[src/rtl/dc_pkg.sv]
package dc_pkg;
  typedef enum logic [1:0] {
    ST_IDLE   = 2'd0,
    ST_LOOKUP = 2'd1,
    ST_WBACK  = 2'd2,
    ST_REFILL = 2'd3
  } dc_state_t;
endpackage

[src/rtl/dc_tag_store.sv]
module dc_tag_store #(
  parameter int SETS  = 8,
  parameter int TAG_W = 25,
  localparam int IDX_W = $clog2(SETS)
) (
  input  logic             clk,
  input  logic             rst,
  input  logic             rd_en,
  input  logic [IDX_W-1:0] rd_idx,
  output logic [TAG_W-1:0] rd_tag,
  output logic             rd_valid,
  output logic             rd_dirty,
  input  logic             wr_en,
  input  logic [IDX_W-1:0] wr_idx,
  input  logic [TAG_W-1:0] wr_tag,
  input  logic             wr_dirty
);
  logic [TAG_W-1:0] tag_mem [SETS];
  logic [SETS-1:0]  vld_q;
  logic [SETS-1:0]  drt_q;

  // tag RAM: no reset so it maps onto block RAM
  always_ff @(posedge clk) begin
    if (wr_en) tag_mem[wr_idx] <= wr_tag;
    if (rd_en) rd_tag <= tag_mem[rd_idx];
  end

  // state bits live in flops so reset can clear them in one cycle
  always_ff @(posedge clk) begin
    if (rst) begin
      vld_q    <= '0;
      drt_q    <= '0;
      rd_valid <= 1'b0;
      rd_dirty <= 1'b0;
    end else begin
      if (wr_en) begin
        vld_q[wr_idx] <= 1'b1;
        drt_q[wr_idx] <= wr_dirty;
      end
      if (rd_en) begin
        rd_valid <= vld_q[rd_idx];
        rd_dirty <= drt_q[rd_idx];
      end
    end
  end
endmodule

[src/rtl/dc_data_store.sv]
module dc_data_store #(
  parameter int SETS  = 8,
  parameter int BLK_W = 128,
  localparam int IDX_W = $clog2(SETS)
) (
  input  logic             clk,
  input  logic             rd_en,
  input  logic [IDX_W-1:0] rd_idx,
  output logic [BLK_W-1:0] rd_blk,
  input  logic             wr_en,
  input  logic [IDX_W-1:0] wr_idx,
  input  logic [BLK_W-1:0] wr_blk
);
  logic [BLK_W-1:0] blk_mem [SETS];

  always_ff @(posedge clk) begin
    if (wr_en) blk_mem[wr_idx] <= wr_blk;
    if (rd_en) rd_blk <= blk_mem[rd_idx];
  end
endmodule

[src/rtl/dc_word_merge.sv]
module dc_word_merge #(
  parameter int WORD_W    = 32,
  parameter int BLK_WORDS = 4,
  localparam int SEL_W = $clog2(BLK_WORDS),
  localparam int BLK_W = WORD_W * BLK_WORDS
) (
  input  logic [BLK_W-1:0]  base,
  input  logic              en,
  input  logic [SEL_W-1:0]  sel,
  input  logic [WORD_W-1:0] word,
  output logic [BLK_W-1:0]  merged
);
  for (genvar w = 0; w < BLK_WORDS; w++) begin : g_lane
    assign merged[w*WORD_W +: WORD_W] =
      (en && sel == SEL_W'(w)) ? word : base[w*WORD_W +: WORD_W];
  end
endmodule

[src/rtl/dc_ctrl.sv]
module dc_ctrl
  import dc_pkg::*;
#(
  parameter int ADDR_W    = 32,
  parameter int WORD_W    = 32,
  parameter int SETS      = 8,
  parameter int BLK_WORDS = 4,
  localparam int BLK_W  = WORD_W * BLK_WORDS,
  localparam int BOFF_W = $clog2(WORD_W / 8),
  localparam int WSEL_W = $clog2(BLK_WORDS),
  localparam int OFF_W  = BOFF_W + WSEL_W,
  localparam int IDX_W  = $clog2(SETS),
  localparam int TAG_W  = ADDR_W - IDX_W - OFF_W
) (
  input  logic              clk,
  input  logic              rst,
  input  logic              cpu_valid,
  output logic              cpu_ready,
  input  logic              cpu_we,
  input  logic [ADDR_W-1:0] cpu_addr,
  input  logic [WORD_W-1:0] cpu_wdata,
  output logic              cpu_resp_valid,
  output logic [WORD_W-1:0] cpu_rdata,
  output logic              mem_req,
  output logic              mem_we,
  output logic [ADDR_W-1:0] mem_addr,
  output logic [BLK_W-1:0]  mem_wdata,
  input  logic [BLK_W-1:0]  mem_rdata,
  input  logic              mem_ack,
  output logic              rd_en,
  output logic [IDX_W-1:0]  rd_idx,
  input  logic [TAG_W-1:0]  rd_tag,
  input  logic              rd_valid,
  input  logic              rd_dirty,
  input  logic [BLK_W-1:0]  rd_blk,
  output logic              wr_en,
  output logic [IDX_W-1:0]  wr_idx,
  output logic [TAG_W-1:0]  wr_tag,
  output logic              wr_dirty,
  output logic [BLK_W-1:0]  mrg_base,
  output logic              mrg_en,
  output logic [WSEL_W-1:0] mrg_sel,
  output logic [WORD_W-1:0] mrg_word
);
  dc_state_t         st;
  logic [ADDR_W-1:0] q_addr;
  logic              q_we;
  logic [WORD_W-1:0] q_wdata;

  logic [TAG_W-1:0]  q_tag;
  logic [IDX_W-1:0]  q_idx;
  logic [WSEL_W-1:0] q_wsel;
  logic              hit;

  assign q_tag  = q_addr[ADDR_W-1 -: TAG_W];
  assign q_idx  = q_addr[OFF_W +: IDX_W];
  assign q_wsel = q_addr[BOFF_W +: WSEL_W];
  assign hit    = rd_valid && (rd_tag == q_tag);

  function automatic logic [WORD_W-1:0] pick(input logic [BLK_W-1:0] b,
                                             input logic [WSEL_W-1:0] s);
    return b[int'(s)*WORD_W +: WORD_W];
  endfunction

  assign cpu_ready = (st == ST_IDLE);
  assign rd_en     = (st == ST_IDLE) && cpu_valid;
  assign rd_idx    = cpu_addr[OFF_W +: IDX_W];

  assign wr_idx   = q_idx;
  assign wr_tag   = q_tag;
  assign wr_dirty = q_we;
  assign mrg_en   = q_we;
  assign mrg_sel  = q_wsel;
  assign mrg_word = q_wdata;

  // array write strobe: store hit after the tag check, or any refill
  always_comb begin
    wr_en    = 1'b0;
    mrg_base = rd_blk;
    if (st == ST_LOOKUP && hit && q_we) begin
      wr_en = 1'b1;
    end else if (st == ST_REFILL && mem_ack) begin
      wr_en    = 1'b1;
      mrg_base = mem_rdata;
    end
  end

  always_ff @(posedge clk) begin
    if (rst) begin
      st             <= ST_IDLE;
      q_addr         <= '0;
      q_we           <= 1'b0;
      q_wdata        <= '0;
      cpu_resp_valid <= 1'b0;
      cpu_rdata      <= '0;
      mem_req        <= 1'b0;
      mem_we         <= 1'b0;
      mem_addr       <= '0;
      mem_wdata      <= '0;
    end else begin
      cpu_resp_valid <= 1'b0;
      case (st)
        ST_IDLE: begin
          if (cpu_valid) begin
            q_addr  <= cpu_addr;
            q_we    <= cpu_we;
            q_wdata <= cpu_wdata;
            st      <= ST_LOOKUP;
          end
        end
        ST_LOOKUP: begin
          if (hit) begin
            cpu_resp_valid <= 1'b1;
            if (!q_we) cpu_rdata <= pick(rd_blk, q_wsel);
            st <= ST_IDLE;
          end else if (rd_valid && rd_dirty) begin
            mem_req   <= 1'b1;
            mem_we    <= 1'b1;
            mem_addr  <= {rd_tag, q_idx, {OFF_W{1'b0}}};
            mem_wdata <= rd_blk;
            st        <= ST_WBACK;
          end else begin
            mem_req  <= 1'b1;
            mem_we   <= 1'b0;
            mem_addr <= {q_tag, q_idx, {OFF_W{1'b0}}};
            st       <= ST_REFILL;
          end
        end
        ST_WBACK: begin
          if (mem_ack) begin
            mem_we   <= 1'b0;
            mem_addr <= {q_tag, q_idx, {OFF_W{1'b0}}};
            st       <= ST_REFILL;
          end
        end
        ST_REFILL: begin
          if (mem_ack) begin
            mem_req        <= 1'b0;
            cpu_resp_valid <= 1'b1;
            if (!q_we) cpu_rdata <= pick(mem_rdata, q_wsel);
            st <= ST_IDLE;
          end
        end
        default: st <= ST_IDLE;
      endcase
    end
  end
endmodule

[src/rtl/wb_dcache.sv]
module wb_dcache #(
  parameter int ADDR_W    = 32,
  parameter int WORD_W    = 32,
  parameter int SETS      = 8,
  parameter int BLK_WORDS = 4,
  localparam int BLK_W  = WORD_W * BLK_WORDS,
  localparam int BOFF_W = $clog2(WORD_W / 8),
  localparam int WSEL_W = $clog2(BLK_WORDS),
  localparam int OFF_W  = BOFF_W + WSEL_W,
  localparam int IDX_W  = $clog2(SETS),
  localparam int TAG_W  = ADDR_W - IDX_W - OFF_W
) (
  input  logic              clk,
  input  logic              rst,
  input  logic              cpu_valid,
  output logic              cpu_ready,
  input  logic              cpu_we,
  input  logic [ADDR_W-1:0] cpu_addr,
  input  logic [WORD_W-1:0] cpu_wdata,
  output logic              cpu_resp_valid,
  output logic [WORD_W-1:0] cpu_rdata,
  output logic              mem_req,
  output logic              mem_we,
  output logic [ADDR_W-1:0] mem_addr,
  output logic [BLK_W-1:0]  mem_wdata,
  input  logic [BLK_W-1:0]  mem_rdata,
  input  logic              mem_ack
);
  logic              rd_en;
  logic [IDX_W-1:0]  rd_idx;
  logic [TAG_W-1:0]  rd_tag;
  logic              rd_valid;
  logic              rd_dirty;
  logic [BLK_W-1:0]  rd_blk;
  logic              wr_en;
  logic [IDX_W-1:0]  wr_idx;
  logic [TAG_W-1:0]  wr_tag;
  logic              wr_dirty;
  logic [BLK_W-1:0]  mrg_base;
  logic              mrg_en;
  logic [WSEL_W-1:0] mrg_sel;
  logic [WORD_W-1:0] mrg_word;
  logic [BLK_W-1:0]  mrg_blk;

  dc_ctrl #(
    .ADDR_W(ADDR_W), .WORD_W(WORD_W), .SETS(SETS), .BLK_WORDS(BLK_WORDS)
  ) u_ctrl (
    .clk(clk), .rst(rst),
    .cpu_valid(cpu_valid), .cpu_ready(cpu_ready), .cpu_we(cpu_we),
    .cpu_addr(cpu_addr), .cpu_wdata(cpu_wdata),
    .cpu_resp_valid(cpu_resp_valid), .cpu_rdata(cpu_rdata),
    .mem_req(mem_req), .mem_we(mem_we), .mem_addr(mem_addr),
    .mem_wdata(mem_wdata), .mem_rdata(mem_rdata), .mem_ack(mem_ack),
    .rd_en(rd_en), .rd_idx(rd_idx), .rd_tag(rd_tag), .rd_valid(rd_valid),
    .rd_dirty(rd_dirty), .rd_blk(rd_blk),
    .wr_en(wr_en), .wr_idx(wr_idx), .wr_tag(wr_tag), .wr_dirty(wr_dirty),
    .mrg_base(mrg_base), .mrg_en(mrg_en), .mrg_sel(mrg_sel), .mrg_word(mrg_word)
  );

  dc_tag_store #(.SETS(SETS), .TAG_W(TAG_W)) u_tags (
    .clk(clk), .rst(rst),
    .rd_en(rd_en), .rd_idx(rd_idx), .rd_tag(rd_tag),
    .rd_valid(rd_valid), .rd_dirty(rd_dirty),
    .wr_en(wr_en), .wr_idx(wr_idx), .wr_tag(wr_tag), .wr_dirty(wr_dirty)
  );

  dc_data_store #(.SETS(SETS), .BLK_W(BLK_W)) u_data (
    .clk(clk),
    .rd_en(rd_en), .rd_idx(rd_idx), .rd_blk(rd_blk),
    .wr_en(wr_en), .wr_idx(wr_idx), .wr_blk(mrg_blk)
  );

  dc_word_merge #(.WORD_W(WORD_W), .BLK_WORDS(BLK_WORDS)) u_merge (
    .base(mrg_base), .en(mrg_en), .sel(mrg_sel), .word(mrg_word),
    .merged(mrg_blk)
  );
endmodule

[config.mk]
export PLATFORM = sky130hd
export DESIGN_NAME = wb_dcache
export DESIGN_NICKNAME = d
export VERILOG_FILES = /design/src/rtl/dc_pkg.sv /design/src/rtl/dc_tag_store.sv /design/src/rtl/dc_data_store.sv /design/src/rtl/dc_word_merge.sv /design/src/rtl/dc_ctrl.sv /design/src/rtl/wb_dcache.sv
export SDC_FILE = /design/constraint.sdc
export NUM_CORES = 2
export LEC_CHECK = 0
export BUFFER_PORTS_ARGS = -buffer_cell sky130_fd_sc_hd__buf_4
export CAP_MARGIN = 25
export CORE_ASPECT_RATIO = 0.7
export CORE_MARGIN = 2
export CORE_UTILIZATION = 55
export DETAILED_ROUTE_END_ITERATION = 16
export PLACE_DENSITY_LB_ADDON = 0.3
export REMOVE_ABC_BUFFERS = 1
export SLEW_MARGIN = 20
export SYNTH_ARGS = -nofsm -noshare
export SYNTH_HDL_FRONTEND = slang
export SYNTH_HIERARCHICAL = 1
export SYNTH_SLANG_ARGS = --single-unit
[constraint.sdc]
create_clock -name clk -period 16.1 [get_ports clk]
set_input_delay 4.83 -clock clk [delete_from_list [all_inputs] [get_ports clk]]
set_output_delay 4.83 -clock clk [all_outputs]
set_load 0.005 [all_outputs]
==> summary.txt <==
Run status
  – Run status: finished clean

GRT
  – Met3 track utilization from global routing: 5.028%
  – Maximum number of pins on one net before global-route repair: 129
  – Initial antenna violation count: 3
  – Vias in the first global route: about 35000
  – Total global routing overflow: 0
  – Met2 global-route usage: 38.25%
  – Global-route wire length before repair: 227.3 mm
  – Global-route usage over all layers: 24.42%
  – Met1 track demand over resource in global routing: 34.95%
  – Layer with the highest usage: met2

Die
  – Number of placed I/O pins: 393
  – Die span in x: 422.3 um
  – Initial core utilization: 55.41%
  – Height of the die: 296.8 um
  – Standard cell core area: 0.1216 mm2
  – Die Outline Area: between 0.1 and 0.15 mm2
  – Cell row count: 107

Timing
  – Number of setup violations in the final report: 0
  – F_max: 0.1355 GHz
  – Post-layout minimum cycle time: 7.380 ns
  – Slew @ Worst Pin: between 1 and 1.5 ns
  – Relative slew margins: 28.41%
  – Worst Skew: 0.02682 ns
  – Final cycle utilization of the critical path: 45.84%
  – Final hold violation count: 0
  – Final setup slack of the worst path: 8.720 ns
  – Setup repair after global routing missed its margin: false
  – Pins over their slew limit: 0

CTS
  – Clock Sinks: roughly 1700
  – Clk buf depth: 3
  – Worst-path clk slew: 0.06 ns
  – Cts hold-fix bufs: 0
  – CTS-repair resized insts: 0
  – CTS tree: done
  – Total CTS buffers: 153
  – Clock insertion delay at the later pin of the skew report: ~0.76 ns
  – CTS HTree Levels: 4
  – Post-CTS setup repair buffer count: 0
  – Root buffer selected by CTS: sky130_fd_sc_hd__clkbuf_16

Critical path
  – Worst R2R Setup Slack: 10.97 ns
  – Depth of the most critical reg-to-reg path: 9
  – Worst reg2reg path endpoint: u_data/blk_mem[0][87]
  – CP Launch Type: primary input
  – Kind of end point of the critical path: flop
  – Worst Path Class, Setup: primary input to flop
  – CP required: 16.61 ns
  – Largest driver fanout on the critical path: 104
  – Worst setup path endpoint: u_data/rd_blk[98]
  – Beginning of the worst register-to-register path: u_ctrl/q_addr[13]
  – Worst path arrival time: roughly 8 ns
  – Critical Path Start: cpu_addr[4]

Route
  – Routed via count: around 35000
  – Antenna viol nets, final: 0
  – Initial DRC Count: 3244
  – DRC violations left: 0
  – Detailed-route wire length per cell: about 27 um
  – Final Routed Wirelength: about 150 mm
  – Number of iterations in the first detailed-routing pass: 5
  – Via count normalized by instance count: 6.051

Synthesis
  – Cell variety after synth: 50
  – Portion of the post-synthesis area used by sequential elements: 69.53%
  – Synthesized area per cell: 18.78 um2
  – Async S/R FF share, synth: 0%
  – Share of the synthesized area in the top cell type: 61.39%
  – Top_reg_cell synth: sky130_fd_sc_hd__edfxtp_1
  – #FFs+latches synth: 1651
  – Area of the mapped netlist: 0.06736 mm2
  – Count of synthesis-stage warnings from yosys: 6
  – Top cells by area in the synthesized netlist: sky130_fd_sc_hd__edfxtp_1, sky130_fd_sc_hd__mux4_2, sky130_fd_sc_hd__dfxtp_1
  – Most area-hungry cell type in the Yosys netlist: sky130_fd_sc_hd__edfxtp_1
  – Syn Inst Count: 3587
  – Number of synthesized flops with an enable pin: 1377

Placement
  – Number of placed instances with taps included: 5426
  – Count of port buffers added during placement: 386
  – Setup Slack @ Placement: 7.865 ns
  – Final HPWL DP: 81.70 mm
  – Placer Congestion: 0.7551

Power
  – Overall Power: roughly 9 mW
  – P per Cell Area: 120.7 mW/mm2
  – Maximum VDD drop: 0.00008821 V
  – Static leakage: between 20 and 30 nW

Layout
  – Net count of the finished layout: 4146
  – Final standard cell count with taps included and fillers excluded: between 5000 and 6000
  – Layout cell share with drive strength beyond 1: 34.70%
  – Share of the core filled with cells: 63.02%
  – Syn-to-layout area delta: 13.74%

Run
  – Max-cap violations: 0

Min path
  – Class of the worst hold path: flop to flop
-- layout by cell type (no fill, tap or decap), drive strengths merged, types with 66 or more instances in the layout --
cell       n
buf      436
mux4     372
mux2i    204
clkbuf   207
a21oi     69
nand2    399
mux2     434
dfxtp    274
edfxtp  1377
a211oi    66
-- stage by stage --
| step | hold slack [ns] | area [um2] | TNS, ns |
|---|---|---|---|
| after floorplan | 0.4191 | 65850 | -426.09 |
| after global placement | 0.4385 | 71450 | 0 |
| after detailed placement | 0.4432 | 71470 | 0 |
| after CTS | 0.4584 | 76540 | 0 |
| after global routing | 0.4696 | 76610 | 0 |
| final | 0.4536 | 76610 | 0 |
-- worst max-delay path, cell delays in order --
cell                     delay (ns)
sky130_fd_sc_hd__buf_8         0.42
sky130_fd_sc_hd__buf_4         0.75
sky130_fd_sc_hd__buf_12        0.58
sky130_fd_sc_hd__mux4_1        0.68
sky130_fd_sc_hd__mux2_2        0.30
-- layer usage --
metal,share of wire [%],vias up,wire (um)
li1,-,15000,-
met1,42,18030,65050
met2,47,1323,73030
met3,7.7,217,11860
met4,2.5,6,3822
met5,0.026,-,40
-- cells in the mapped netlist, types with 2 or more instances --
| library cell | instances |
|---|---|
| sky130_fd_sc_hd__a211oi_1 | 66 |
| sky130_fd_sc_hd__a21oi_1 | 68 |
| sky130_fd_sc_hd__and4b_1 | 3 |
| sky130_fd_sc_hd__and4bb_2 | 3 |
| sky130_fd_sc_hd__buf_1 | 25 |
| sky130_fd_sc_hd__buf_12 | 5 |
| sky130_fd_sc_hd__buf_2 | 33 |
| sky130_fd_sc_hd__buf_4 | 25 |
| sky130_fd_sc_hd__buf_6 | 9 |
| sky130_fd_sc_hd__buf_8 | 20 |
| sky130_fd_sc_hd__clkbuf_1 | 102 |
| sky130_fd_sc_hd__clkbuf_8 | 13 |
| sky130_fd_sc_hd__dfxtp_1 | 274 |
| sky130_fd_sc_hd__edfxtp_1 | 1377 |
| sky130_fd_sc_hd__inv_1 | 7 |
| sky130_fd_sc_hd__mux2_1 | 8 |
| sky130_fd_sc_hd__mux2_2 | 406 |
| sky130_fd_sc_hd__mux2_4 | 20 |
| sky130_fd_sc_hd__mux2i_1 | 204 |
| sky130_fd_sc_hd__mux4_1 | 80 |
| sky130_fd_sc_hd__mux4_2 | 292 |
| sky130_fd_sc_hd__nand2_1 | 399 |
| sky130_fd_sc_hd__nand2b_1 | 3 |
| sky130_fd_sc_hd__nand3_1 | 2 |
| sky130_fd_sc_hd__nand3b_1 | 2 |
| sky130_fd_sc_hd__nand4_1 | 7 |
| sky130_fd_sc_hd__nor2_1 | 57 |
| sky130_fd_sc_hd__nor2b_1 | 27 |
| sky130_fd_sc_hd__nor3_1 | 3 |
| sky130_fd_sc_hd__o21ai_0 | 3 |
| sky130_fd_sc_hd__xnor2_1 | 25 |
-- worst min path at each step --
stage | cells after the start | start | endpoint
2_1_floorplan | 2 | u_tags/vld_q[7] | u_tags/vld_q[7]
3_3_place_gp | 2 | u_tags/vld_q[7] | u_tags/vld_q[7]
3_5_place_dp | 2 | u_tags/vld_q[7] | u_tags/vld_q[7]
4_1_cts | 2 | u_ctrl/mem_wdata[68] | u_ctrl/mem_wdata[68]
5_1_grt | 2 | u_ctrl/mem_wdata[101] | u_ctrl/mem_wdata[101]
6_report | 2 | u_ctrl/mem_wdata[68] | u_ctrl/mem_wdata[68]
-- final cells by class --
class / count / area (um2)
sequential: 1651 / 46840
clock buffer: 206 / 4284
timing repair buffer: 437 / 3483
multi-input combinational: 1699 / 19130
antenna: 1 / 2.502
tap: 1635 / 2046
clock inverter: 78 / 783.3
inverter: 7 / 41.29
fill: 8463 / 44950
-- report_power, final --
group          internal (mW)  leakage (nW)  total, mW  switching (mW)
Clock                   2.10          2.48       3.65            1.55
Sequential              4.80          14.7       4.89          0.0903
Combinational          0.311          8.30      0.702           0.391
Total                   7.21          25.5       9.25            2.04
-- sequential cells by signal, summed over array words and instances, names as in the netlist, named ones only --
register               cells
u_tags/drt_q               8
u_tags/vld_q               8
u_ctrl/mrg_word           32
u_tags/tag_mem           200
u_data/blk_mem          1024
u_tags/rd_valid            1
u_ctrl/mem_wdata         128
u_tags/rd_dirty            1
u_ctrl/mem_addr           28
u_ctrl/mrg_en              1
u_ctrl/mem_req             1
u_ctrl/cpu_resp_valid      1
u_ctrl/st                  1
u_ctrl/cpu_rdata          32
u_tags/rd_tag             25
u_data/rd_blk            128
u_ctrl/mem_we              1
u_ctrl/q_addr             30
-- kinds of logic after synthesis --
logic type / Yosys count / share of synthesized area (%)
muxes: 1010 / 23.28
and+or+nand+nor: 515 / 3.191
AOI/OAI and AO/OA: 145 / 1.369
xor gates and xnor gates: 25 / 0.3251
buffers and inverters: 240 / 2.292
other: 1 / 0.005567
DFF: 1651 / 69.53
Note: power is estimated with default switching activity, not from simulation.
